File: src/rtl/median3_pkg.sv
// Package median3_pkg
// Shared types for the three-sample median filter.
// Assumes nothing beyond IEEE 1800-2017 enum support.
package median3_pkg;

    // Controller phases, one per handshake step
    typedef enum logic [2:0] {
        ST_IDLE    = 3'd0,  // waiting for an input request
        ST_CMP     = 3'd1,  // comparing and latching the result
        ST_IN_ACK  = 3'd2,  // input acknowledged, waiting for request to drop
        ST_OUT_REQ = 3'd3,  // result offered, waiting for acknowledge
        ST_OUT_RTZ = 3'd4   // request withdrawn, waiting for acknowledge to drop
    } m3_state_t;

endpackage

File: src/rtl/m3_ctrl.sv
// Module m3_ctrl
// Sequences one filter step: accept a word, compare, finish the input
// handshake, then run the output handshake to completion.
// Assumes the producer holds in_req high until in_ack rises, and the
// consumer holds out_ack high until out_req falls (four-phase rules).
module m3_ctrl
    import median3_pkg::*;
(
    input  logic clk,
    input  logic rst_n,
    input  logic in_req,
    input  logic out_ack,
    output logic in_ack,
    output logic out_req,
    output logic load_en,
    output logic cmp_en
);

    m3_state_t state_q;
    m3_state_t state_d;

    // Next-state selection for the handshake sequence
    always_comb begin
        state_d = state_q;
        unique case (state_q)
            ST_IDLE:    if (in_req)   state_d = ST_CMP;
            ST_CMP:                   state_d = ST_IN_ACK;
            ST_IN_ACK:  if (!in_req)  state_d = ST_OUT_REQ;
            ST_OUT_REQ: if (out_ack)  state_d = ST_OUT_RTZ;
            ST_OUT_RTZ: if (!out_ack) state_d = ST_IDLE;
            default:                  state_d = ST_IDLE;
        endcase
    end

    // State register with synchronous active-low reset
    always_ff @(posedge clk) begin
        if (!rst_n) state_q <= ST_IDLE;
        else        state_q <= state_d;
    end

    // Decode strobes and handshake outputs from the current phase
    always_comb begin
        load_en = (state_q == ST_IDLE) && in_req;
        cmp_en  = (state_q == ST_CMP);
        in_ack  = (state_q == ST_IN_ACK);
        out_req = (state_q == ST_OUT_REQ);
    end

endmodule

File: src/rtl/m3_window.sv
// Module m3_window
// Holds the three newest words (newest, middle, oldest) and the ordering
// flags. On load_en the window ages by one place, the new word enters,
// and the inherited flag takes the previous newest-vs-middle result.
// On cmp_en the newest-vs-middle flag is stored for reuse next step.
// Assumes load_en and cmp_en are never high together.
module m3_window #(
    parameter int W = 8
) (
    input  logic         clk,
    input  logic         rst_n,
    input  logic         load_en,
    input  logic         cmp_en,
    input  logic [W-1:0] din,
    output logic [W-1:0] w_new,
    output logic [W-1:0] w_mid,
    output logic [W-1:0] w_old,
    output logic         le_new_mid,
    output logic         le_old_new,
    output logic         le_mid_old
);

    logic [W-1:0] new_q, mid_q, old_q;
    logic         keep_nm_q;   // stored newest<=middle from the last compare
    logic         inh_mo_q;    // inherited middle<=oldest

    // Shift the window and take the new word
    always_ff @(posedge clk) begin
        if (!rst_n) begin
            new_q <= '0;
            mid_q <= '0;
            old_q <= '0;
        end else if (load_en) begin
            old_q <= mid_q;
            mid_q <= new_q;
            new_q <= din;
        end
    end

    // Keep ordering flags: hand the old newest<=middle flag down the window
    always_ff @(posedge clk) begin
        if (!rst_n) begin
            keep_nm_q <= 1'b1;
            inh_mo_q  <= 1'b1;
        end else if (load_en) begin
            inh_mo_q  <= keep_nm_q;
        end else if (cmp_en) begin
            keep_nm_q <= le_new_mid;
        end
    end

    // Fresh unsigned comparisons on the current window contents
    always_comb begin
        le_new_mid = (new_q <= mid_q);
        le_old_new = (old_q <= new_q);
        le_mid_old = inh_mo_q;
        w_new      = new_q;
        w_mid      = mid_q;
        w_old      = old_q;
    end

endmodule

File: src/rtl/m3_select.sv
// Module m3_select
// Picks the middle word from three ordering flags by finding the pair
// that agrees. Purely combinational.
// Assumes the flags describe w_new<=w_mid, w_old<=w_new and w_mid<=w_old.
module m3_select #(
    parameter int W = 8
) (
    input  logic [W-1:0] w_new,
    input  logic [W-1:0] w_mid,
    input  logic [W-1:0] w_old,
    input  logic         le_new_mid,
    input  logic         le_old_new,
    input  logic         le_mid_old,
    output logic [W-1:0] med
);

    // Agreement of two flags marks the word they both touch as middle
    always_comb begin
        if (le_old_new == le_new_mid)      med = w_new;
        else if (le_new_mid == le_mid_old) med = w_mid;
        else                               med = w_old;
    end

endmodule

File: src/rtl/median3_stream.sv
// Module median3_stream (top)
// Streaming median of three over four-phase channels: passive input,
// active output. One result per accepted word; the next word is taken
// only after the output handshake has returned to zero.
// Assumes both partners obey the four-phase protocol.
module median3_stream #(
    parameter int W = 8
) (
    input  logic         clk,
    input  logic         rst_n,
    input  logic         in_req,
    input  logic [W-1:0] in_data,
    output logic         in_ack,
    output logic         out_req,
    output logic [W-1:0] out_data,
    input  logic         out_ack
);

    logic         load_en, cmp_en;
    logic [W-1:0] w_new, w_mid, w_old, med;
    logic         le_new_mid, le_old_new, le_mid_old;
    logic [W-1:0] res_q;

    m3_ctrl u_ctrl (
        .clk     (clk),
        .rst_n   (rst_n),
        .in_req  (in_req),
        .out_ack (out_ack),
        .in_ack  (in_ack),
        .out_req (out_req),
        .load_en (load_en),
        .cmp_en  (cmp_en)
    );

    m3_window #(.W(W)) u_window (
        .clk        (clk),
        .rst_n      (rst_n),
        .load_en    (load_en),
        .cmp_en     (cmp_en),
        .din        (in_data),
        .w_new      (w_new),
        .w_mid      (w_mid),
        .w_old      (w_old),
        .le_new_mid (le_new_mid),
        .le_old_new (le_old_new),
        .le_mid_old (le_mid_old)
    );

    m3_select #(.W(W)) u_select (
        .w_new      (w_new),
        .w_mid      (w_mid),
        .w_old      (w_old),
        .le_new_mid (le_new_mid),
        .le_old_new (le_old_new),
        .le_mid_old (le_mid_old),
        .med        (med)
    );

    // Result register: written only in the compare phase, held otherwise
    always_ff @(posedge clk) begin
        if (!rst_n)      res_q <= '0;
        else if (cmp_en) res_q <= med;
    end

    assign out_data = res_q;

endmodule

File: config.mk
export PLATFORM = sky130hd
export DESIGN_NAME = median3_stream
export DESIGN_NICKNAME = d
export VERILOG_FILES = /design/src/rtl/median3_pkg.sv /design/src/rtl/m3_ctrl.sv /design/src/rtl/m3_window.sv /design/src/rtl/m3_select.sv /design/src/rtl/median3_stream.sv
export SDC_FILE = /design/constraint.sdc
export NUM_CORES = 1
export LEC_CHECK = 0
export BUFFER_PORTS_ARGS = -buffer_cell sky130_fd_sc_hd__buf_4
export CAP_MARGIN = 20
export CORE_UTILIZATION = 50
export DETAILED_ROUTE_END_ITERATION = 16
export GPL_TIMING_DRIVEN = 1
export PLACE_DENSITY_LB_ADDON = 0.15
export RECOVER_POWER = 100
export SYNTH_ARGS = -nofsm -noshare
export SYNTH_HDL_FRONTEND = slang
export SYNTH_SLANG_ARGS = --single-unit
File: constraint.sdc
create_clock -name clk -period 3 [get_ports clk]
set_input_delay 0.6 -clock clk [delete_from_list [all_inputs] [get_ports clk]]
set_output_delay 0.6 -clock clk [all_outputs]
set_load 0.02 [all_outputs]
==> flow_summary.toml <==
[sta]
maxSlewViolCount = 0
rsz0062_at_grt = "no"
setup_ws_ps = 544
worstMarginPinSlew_ps = 1050
fin_skew_ps = 2.22
hold_slack_ps = 451
setup_viol = 0
fin_crit_ps = 2460
fmax_ghz = 0.407
finalCritPeriodShare_pct = 81.9
tns_ps = 0
final_hold_viol_count = 0
slew_headroom_pct = 29.9

[placed_design]
dp.cells = 300
place_hpwl_um = 2840
globalplace.congestion = 0.759
port_buffers = 21
pre_cts_ws_ps = 599

[cts]
cts_resized = 0
hold_buffers = 0
clockRootBuffer = "clkbuf_8"
clk_pin_slew_ps = 70
ctsHtreeMaxLevel = 2
post_cts_buffers = 0
cts_buffers = 5
clk_latency_ps = 280
clock-sinks = 37
cts_tree = "done"
clock_path_buffers = 2

[detailed_routing]
wl_um = 3890
wl_per_cell_um = 12.7
drc = 0
firstDrtPassIters = 4
vias = 1625
drtIter0Drc = 58
ant_nets = 0
via_per_inst = 5.29

[die]
fp.dieW_um = 64.7
rows = 22
coreArea_sq_mm = 0.00372
die_height_um = 64.7
io_pins = 22
die_area_sq_mm = 0.00419
start_util_pct = 52.9

[logic_synthesis]
synthSimpleGateAreaFrac_pct = 21.6
async_reset_ff_share_pct = 0
seq_area_frac_synth_pct = 37.7
syn-num-nets = 269
avgSynthCellArea_sq_um = 8.16
syn-instance-count = 241
synth_fa_ha_area_share_pct = 10.2
synth_top_cell_by_area = "dfxtp_1"
synth_xor_area_share_pct = 1.27
synth_most_common_cell = "nand2_1"
synth.area.top_cells = "dfxtp_1 38%, nand2_1 12%, ha_1 10%"
synthDistinctLibCells = 37
synthesis.area_sq_mm = 0.00197
muxShareOfSynthArea_pct = 0
ys.flop_type = "dfxtp_1"
synth_compound_area_share_pct = 23.4
yosysWarnings = 0
synth_edf_count = 0
synth_top_family_by_area = "compound AO/OA/AOI/OAI gates"
synth_commonest_cells = "64 x nand2_1, 37 x dfxtp_1, 24 x a21boi_0, 17 x inv_1, 16 x ha_1"
synth-seq-cells = 37
synth_top_area_share_pct = 37.7

[layout]
n_antenna_cell = 0
layoutNonFillerInstCount = 307
nets = 287
areaGrowthSynthToFinish_pct = 11.7
drive_above_1_share_pct = 10.4

[critical_path]
critPathArrivalTime_ps = 2620
slowest_delay_ps = 520
startpoint_type = "flip-flop"
crit_chain = "inv_1 -> ha_1 -> nor2b_1 -> o211ai_1 -> a21oi_1 -> o21bai_1 -> xnor2_2 -> o221ai_1 -> o21ai_0"
worstReg2RegStart = "u_window.w_mid[1]"
endpoint_kind = "flip-flop"
reg2reg_to = "out_data[3]"
cp_data_required_time_ps = 3170
cpMaxStageDelayCell = "o21bai_1"
cp_max_fo = 8
rr_worst_depth = 9
rrSetupSlack_ps = 540
path_class = "flip-flop to flip-flop"

[global_routing]
track_usage_pct = 20.6
grt_pass1_vias = 1424
grt_pass1_wl_um = 6600
grt_max_degree = 30
antenna_found_initial = 0
grt_overflow = 0

[worst_hold_path]
min_from = "out_data[0]"
whs_path_depth = 2
min_path_type = "flip-flop to flip-flop"
min_to = "out_data[0]"

[power_and_ir_drop]
ir_worst_vdd_mv = 0.350
power_density_mw_per_mm2 = 590
cellLeakagePower_uw = 0.000829
power_uw = 1300

[job]
maxCapViolCount = 0

[outcome]
status = "complete, no violations"
==> how the worst max path moves through the flow <==
stage | from | end | depth (start not counted)
final | u_window.w_mid[1] | out_data[3] | 9
after global routing | rst_n | out_data[2] | 5
after CTS | u_window.w_new[3] | out_data[2] | 9
after detailed placement | u_window.w_new[3] | out_data[2] | 9
after global placement | u_window.w_new[2] | out_data[1] | 9
after floorplan | u_window.w_new[3] | out_data[0] | 10
==> metrics by stage <==
step | utilization, % | instance area [sq um]
3_3_place_gp | 58.0 | 2160
6_report | 59.1 | 2200
5_1_grt | 59.1 | 2200
4_1_cts | 60.3 | 2240
3_5_place_dp | 58.0 | 2160
2_1_floorplan | - | 1970
==> where the power goes <==
group	leakage, uW	total, uW	internal, uW	switching, uW
clock network	0.0000443	349	182	167
logic	0.000483	379	151	228
registers	0.000301	569	531	38.5
total	0.000829	1300	864	433
==> state kept, by name, summed over array words and instances (netlist names) <==
| name | flops |
|---|---|
| u_window.w_mid | 8 |
| out_data | 8 |
| u_window.w_old | 8 |
| u_window.le_mid_old | 1 |
| u_window.keep_nm_q | 1 |
| u_window.w_new | 8 |
| u_ctrl.state_q | 3 |
==> worst max-delay path, delay by kind of cell (launching register included) <==
family / cells / cell delay, ps
adders and majority gates: 1 / 300
buffers and inverters: 1 / 70
xor gates and xnor gates: 1 / 270
AOI/OAI and AO/OA: 5 / 1140
DFF: 1 / 420
and+or+nand+nor: 1 / 130
==> placed cells by master, fill, tap and decap left out, types with 2 or more instances in the layout <==
| master | synthesis | routed |
|---|---|---|
| clkbuf_1 | 10 | 12 |
| inv_1 | 17 | 17 |
| a21oi_1 | 15 | 15 |
| dfxtp_1 | 37 | 37 |
| nand4_1 | 3 | 3 |
| o221ai_1 | 8 | 8 |
| o21ai_0 | 3 | 10 |
| nand2_1 | 64 | 64 |
| nor2_1 | 7 | 7 |
| nand3_1 | 2 | 2 |
| nor2b_1 | 3 | 3 |
| buf_4 | 0 | 12 |
| nand2b_1 | 2 | 2 |
| clkbuf_8 | 0 | 6 |
| a21boi_0 | 24 | 24 |
| ha_1 | 16 | 16 |
==> layer usage <==
| layer | share of wire, % | global-route usage, % |
|---|---|---|
| met1 | 54 | 29.4 |
| met3 | 4.0 | 5.28 |
| met2 | 40 | 29.7 |
| met5 | 0 | 0 |
| met4 | 1.2 | 7.22 |
==> kinds of logic after synthesis <==
| group | after synthesis |
|---|---|
| simple gates | 92 |
| buf+inv | 29 |
| compound gates | 65 |
| xor+xnor | 2 |
| fa+ha+maj | 16 |
| flops | 37 |
==> cell type report <==
class	count	area, sq um
inverters	17	63.8
well taps	48	60.1
flip-flops and latches	37	741
fillers	366	1520
multi-input cells	175	1110
clock buffers	7	86.3
repair buffers	23	131
(Power assumes the default switching activity.)
